## src/rtl/list_seq.sv

```systemverilog
module list_seq #(
  parameter int AW       = 32,
  parameter int NW       = 8,
  parameter int NEXT_IDX = 5
) (
  input  logic             clk,
  input  logic             rst_n,
  input  logic             list_en,
  input  logic [AW-1:0]    head_ptr,
  input  logic             cancel,
  output logic             rd_req,
  output logic [AW-1:0]    rd_addr,
  input  logic [31:0]      rd_data,
  input  logic             rd_ack,
  output logic [NW*32-1:0] regs_out,
  output logic             xfer_go,
  input  logic             xfer_done,
  output logic             seq_evt,
  output logic             busy
);
  localparam int IW = $clog2(NW);

  typedef enum logic [2:0] {S_IDLE, S_FETCH, S_GO, S_RUN, S_DONE} state_t;

  state_t          state;
  logic [31:0]     img [NW];
  logic [AW-1:0]   node;
  logic [IW-1:0]   idx;
  logic            first;
  logic [AW-1:0]   nxt;

  assign nxt     = AW'(img[NEXT_IDX]);
  assign rd_req  = (state == S_FETCH);
  assign rd_addr = node + AW'({idx, 2'b00});
  assign xfer_go = (state == S_GO);
  assign seq_evt = (state == S_DONE) || (state == S_GO && first);
  assign busy    = (state != S_IDLE);

  for (genvar g = 0; g < NW; g++) begin : g_img
    assign regs_out[32*g +: 32] = img[g];
  end

  always_ff @(posedge clk or negedge rst_n) begin
    if (!rst_n) begin
      state <= S_IDLE;
      node  <= '0;
      idx   <= '0;
      first <= 1'b0;
      for (int i = 0; i < NW; i++) img[i] <= '0;
    end else if (cancel) begin
      state <= S_IDLE;
      first <= 1'b0;
    end else begin
      case (state)
        S_IDLE: if (list_en) begin
          node  <= {head_ptr[AW-1:2], 2'b00};
          idx   <= '0;
          first <= 1'b1;
          state <= S_FETCH;
        end
        S_FETCH: if (rd_ack) begin
          img[idx] <= rd_data;
          idx      <= idx + 1'b1;
          if (idx == IW'(NW-1)) state <= S_GO;
        end
        S_GO: begin
          first <= 1'b0;
          state <= S_RUN;
        end
        S_RUN: if (xfer_done) state <= S_DONE;
        S_DONE: begin
          if (nxt == '0) begin
            state <= S_IDLE;
          end else begin
            node  <= {nxt[AW-1:2], 2'b00};
            idx   <= '0;
            state <= S_FETCH;
          end
        end
        default: state <= S_IDLE;
      endcase
    end
  end

  AST_REQ_HELD: assert property (@(posedge clk) disable iff (!rst_n)
    (rd_req && !rd_ack && !cancel) |=> (rd_req && $stable(rd_addr)));
  AST_GO_PULSE: assert property (@(posedge clk) disable iff (!rst_n)
    xfer_go |=> !xfer_go);
  AST_EVT_AFTER_DONE: assert property (@(posedge clk) disable iff (!rst_n)
    (state == S_RUN && xfer_done && !cancel) |=> seq_evt);
  AST_NO_REQ_ON_EVT: assert property (@(posedge clk) disable iff (!rst_n)
    seq_evt |-> !rd_req);
  AST_CANCEL_IDLE: assert property (@(posedge clk) disable iff (!rst_n)
    cancel |=> (!busy && !xfer_go));
  AST_START_BUSY: assert property (@(posedge clk) disable iff (!rst_n)
    (!busy && list_en && !cancel) |=> busy);
endmodule

```

## config.mk

```make
export PLATFORM = sky130hd
export DESIGN_NAME = list_seq
export DESIGN_NICKNAME = d
export VERILOG_FILES = /design/src/rtl/list_seq.sv
export SDC_FILE = /design/constraint.sdc
export NUM_CORES = 1
export LEC_CHECK = 0
export ABC_AREA = 0
export BUFFER_PORTS_ARGS = -buffer_cell sky130_fd_sc_hd__buf_4
export CAP_MARGIN = 10
export CORE_MARGIN = 2
export CORE_UTILIZATION = 52
export CTS_CLUSTER_SIZE = 8
export DETAILED_ROUTE_END_ITERATION = 16
export HOLD_SLACK_MARGIN = 0.06
export MAX_ROUTING_LAYER = met4
export PLACE_DENSITY_LB_ADDON = 0.1
export RECOVER_POWER = 25
export SLEW_MARGIN = 20
export SYNTH_ARGS = -nofsm -noshare
export SYNTH_HDL_FRONTEND = slang
export SYNTH_SLANG_ARGS = --single-unit
export TNS_END_PERCENT = 5
```

## constraint.sdc

```tcl
create_clock -name clk -period 3.17 [get_ports clk]
set_clock_uncertainty 0.1 [all_clocks]
set_input_delay 0.317 -clock clk [delete_from_list [all_inputs] [get_ports clk]]
set_output_delay 0.317 -clock clk [all_outputs]
set_load 0.05 [all_outputs]
```

Yosys cells after proc, flatten, opt, wreduce, memory -nomap -nowiden

Index checks and enable logic that the tools add are counted.

Register bits after elaboration: 295
Bits in latches: 0
Bits in writable memories: 0
Memory bits (read-only): 0
Bits of input ports: 70
Logic and storage cells: 64
Memories kept: 0

Add/subtract/negate cells: 2
Multipliers: 0
Div/mod/pow operators: 0
Magnitude comparators: 2
Equality and inequality tests: 12
Shift-type cells: 0
Muxes and demuxes: 20
Bitwise logic cells: 2
Reductions and logical operators: 14

Operator list:

| cell                  | count |
|---|---|
| $bwmux W256           | 1 |
| $demux W32 S3         | 1 |
| $mux W32              | 3 |
| $pmux W32 S2          | 1 |
| $add A32 B5 Y32       | 1 |
| $logic_not A32 Y1     | 1 |
| $mux W3               | 8 |
| $pmux W3 S5           | 1 |
| $pmux W3 S3           | 1 |
| $reduce_bool A3 Y1    | 3 |
| $reduce_and A4 Y1     | 2 |
| $eq A3 B2 Y1 const B  | 2 |
| $eq A3 B3 Y1 const B  | 2 |
| $ne A3 B2 Y1 const B  | 2 |
| $ne A3 B3 Y1 const B  | 2 |
| $reduce_and A5 Y1     | 1 |
| $ge A4 B4 Y1 const B  | 1 |
| $lt A4 B1 Y1 const B  | 1 |
| $ne A2 B2 Y1 const B  | 2 |
| $not A3 Y4            | 1 |
| $add A3 B1 Y3 const B | 1 |
| $eq A3 B1 Y1 const B  | 1 |
| $logic_not A3 Y1      | 1 |
| $mux W1               | 3 |
| 8 further kinds       | 9 |

Depth between registers and ports, before layout

Depth in word-level cells: 6
Mapped depth: 8

Worst setup path before layout

No wires, ideal clock.

Kind: register to output
Start point: register idx[1]
End point: output port rd_addr[28]
Arrival: 2831 ps
Data required time: 2753 ps
Path slack: -78 ps
Stages on the path, launching flop included: 8
Cell sequence: dfrtp_1 -> inv_2 -> fa_1 -> nor2b_1 -> o211a_1 -> clkbuf_1 -> nand4_1 -> xnor2_1

Cells in the longest elaborated chain, start to end: 1

RTL lines:

| item                   | RTL line | RTL |
|---|---|---|
| from (decl)            | 28       | `logic [IW-1:0] idx;` |
| from (signal assigned) | 63       | `idx <= idx + 1'b1;` |
| $add A32 B5 Y32        | 34       | `assign rd_addr = node + AW'({idx, 2'b00});` |
| to (decl)              | 12       | `output logic [AW-1:0] rd_addr,` |

No other way between the ends.

Worst setup path in the final report

Start point: register node[4]
End point: output port rd_addr[21]

Cells in the longest elaborated chain, start to end: 1

RTL lines:

| item                   | RTL line | RTL |
|---|---|---|
| from (decl)            | 27       | `logic [AW-1:0] node;` |
| from (signal assigned) | 56       | `node <= {head_ptr[AW-1:2], 2'b00};` |
| from (signal assigned) | 75       | `node <= {nxt[AW-1:2], 2'b00};` |
| $add A32 B5 Y32        | 34       |  |

No other way between the ends.

==> impl_metrics.yaml <==
routing:
  first_pass_iters: 4
  viasPerCell: 5.36
  wl_met2_um: 16600
  dr_wl_met3_um: 2340
  drt-total-wl_um: 35000
  remaining_drc_errors: 0
  ant_nets: 0
  wl_met1_um: 14700
  via_count: 8600
  drt_iter0_markers: 457
  top_layer_used: "met4"
  wl_per_cell_um: 21.9
clock_network:
  cts_tree: "built"
  cts_buffer_depth: 3
  clock-sinks: 293
  htree_levels: 2
  path_clk_slew_ns: 0.05
  cts_inserted_buffers: 42
  clk_latency_ns: 0.52
  cts-root-buf: "clkbuf_16"
worst_setup_path:
  critPathLaunchType: "flop"
  r2r_start: "state[0]"
  reg2reg_to: "regs_out[59]"
  max_stage_delay_ns: 0.65
  worst_path_dominant_cell_family: "simple AND/OR/NAND/NOR gates"
  crit_slowest_cell: "or4b_2"
  path_max_fanout: 4
  r2r_slack_ns: 0.54
  required_ns: 2.75
  crit_chain: "ha_1, a21oi_1, a211oi_2, or4b_2, xnor2_2, buf_4"
  endpoint_kind: "output port"
  crit_buf_inv: 1
  cp.arrival_ns: 2.70
  reg2reg_depth: 5
  criticalPathCategory: "reg -> out"
power_and_ir_drop:
  peakVddDrop_v: 0.000810
  p_total_w: 0.0198
  power_density_nw_per_um2: 1130
  p_leak_nw: 9.20
finish:
  fillers: 1624
  area_growth_pct: 37.8
  utilization_pct: 72.6
  diodes: 0
  fin_nets: 1352
  layout.cells.non_filler: 1603
  drive_above_1_share_pct: 54.7
  layout_commonest_cell: "buf_4"
  final_cell_mix: "buf_4, dfrtp_1, mux2_2"
floorplanning:
  fp.dieArea_um2: 25700
  pin_count: 362
  die_w_um: 160
  rows: 57
  dieHeight_um: 160
  coreArea_um2: 24200
  start_util_pct: 52.6
place:
  port_buffers: 357
  dp.cells: 1491
  hpwl_um: 24300
  gp_congestion: 0.843
synth:
  netlist_instances: 825
  yosysSeqAreaShare_pct: 57.6
  async_flop_share_pct: 100
  synth_flop_cell: "dfrtp_1"
  ys_warn_count: 0
  synthesis.area_um2: 12700
  syn_avg_cell_area_um2: 15.4
  ys_ff_latch: 293
  synth-edff-count: 0
  yosysUniqueCellTypes: 48
grt:
  grt_overflow: 0
  grt_pass1_wl_um: 54600
  antenna_found_initial: 0
  grt_pass1_vias: 9194
  track_usage_pct: 28.2
  grt_max_degree: 96
timing:
  holdWs_ns: 0.0781
  final.period_utilization_pct: 98.2
  slew_viol_final: 94
  fmax_ghz: 0.321
  relSlewSlack_pct: -53.4
  rsz0062_at_grt: "yes"
  finalSetupViolCount: 0
  hold_violations: 0
  worst_slew_pin_slew_ns: 2.30
  period_minus_slack_ns: 3.11
worst_hold_path:
  worstHoldPathCells: 4
  min_to: "node[9]"
  hold_class: "in -> reg"
  hp-start: "head_ptr[9]"
run_status:
  violations: "max-capacitance violations, max-slew violations"
  status: "finished, violations left"
flow_run:
  maxCapViolCount: 1
## where the power goes
part	switching, W	total [W]	internal (W)	leakage [nW]
Clock	0.00152	0.00393	0.00241	0.553
Combinational	0.00652	0.00983	0.00332	4.80
Sequential	0.00100	0.00608	0.00508	3.84
## registers in the layout, summed over array words and instances (netlist names)
signal / flops
first: 1
idx: 3
node: 30
nxt: 32
regs_out: 224
state: 3
## stage by stage
step	worst slack (ns)	TNS [ns]	cell area, um^2
floorplan	-0.0606	-0.370	12700
global placement	0.511	0	15700
detailed placement	0.465	0	15700
CTS	0.0278	0	17500
global route	-0.0245	-0.0245	17500
finish	0.0561	0	17500
## worst register-to-register path, stage by stage (launching register included)
cell and delay [ns]:
dfrtp_1 0.56, nor3b_4 0.40, and4b_4 0.40, nand3_4 0.31
buf_4 0.40, mux2_4 0.35
## cell usage after synthesis, types with 5 or more instances
| master | n | area share (%) |
|---|---|---|
| nand2_1 | 13 | 0.38 |
| clkbuf_1 | 8 | 0.24 |
| xnor2_1 | 25 | 1.7 |
| o21ai_0 | 7 | 0.28 |
| buf_6 | 19 | 1.7 |
| nand4_1 | 9 | 0.44 |
| mux2_1 | 8 | 0.71 |
| mux2i_1 | 31 | 2.4 |
| nor2_1 | 37 | 1.1 |
| inv_1 | 6 | 0.18 |
| a21o_1 | 29 | 1.7 |
| buf_2 | 5 | 0.20 |
| buf_4 | 9 | 0.53 |
| nand3_1 | 15 | 0.59 |
| dfrtp_1 | 293 | 58 |
| mux2_4 | 120 | 14 |
| mux2_2 | 128 | 11 |
| ha_1 | 5 | 0.49 |
| nor4_1 | 9 | 0.44 |
## final cells by class
| class | count | area [um^2] | area share [%] |
|---|---|---|---|
| clock buffers | 45 | 1090 | 6.23 |
| clock inverters | 2 | 28.8 | 0.164 |
| inverters | 7 | 26.3 | 0.150 |
| multi-input cells | 484 | 5100 | 29.1 |
| flip-flops and latches | 293 | 7330 | 41.8 |
| well taps | 324 | 405 | 2.31 |
| repair buffers | 448 | 3550 | 20.3 |
## logic make-up after synthesis
kind of cell,share of synthesized area (%)
compound gates,2.63
xor+xnor,1.93
fa+ha+maj,0.649
buf+inv,2.88
flops,57.6
mux,28.6
other cells,0.0295
simple gates,5.64
## repair_timing
item,CTS,global route
hold buffers,65,0
setup endpoints to repair,10,15
hold endpoints to repair,371,0
setup buffers,0,0
gates resized for setup,3,5
## worst max path at each step
stage               slack [ns]    start          end  depth (start not counted)
floorplan                -0.06   idx[1]  rd_addr[26]                          7
global placement          0.51   idx[0]  rd_addr[20]                          8
detailed placement        0.46   idx[0]  rd_addr[12]                          8
CTS                       0.03  node[4]  rd_addr[21]                          6
global route             -0.02  node[4]  rd_addr[21]                          6
finish                    0.06  node[4]  rd_addr[21]                          6
## routing by layer
| layer | vias up | global-route usage (%) |
|---|---|---|
| met2 | 326 | 43.9 |
| met3 | 91 | 6.28 |
| met4 | 0 | 10.4 |
| met5 | - | - |
| li1 | 3831 | - |
| met1 | 4352 | 36.5 |
No activity file was read; power rests on OpenSTA's default activity.
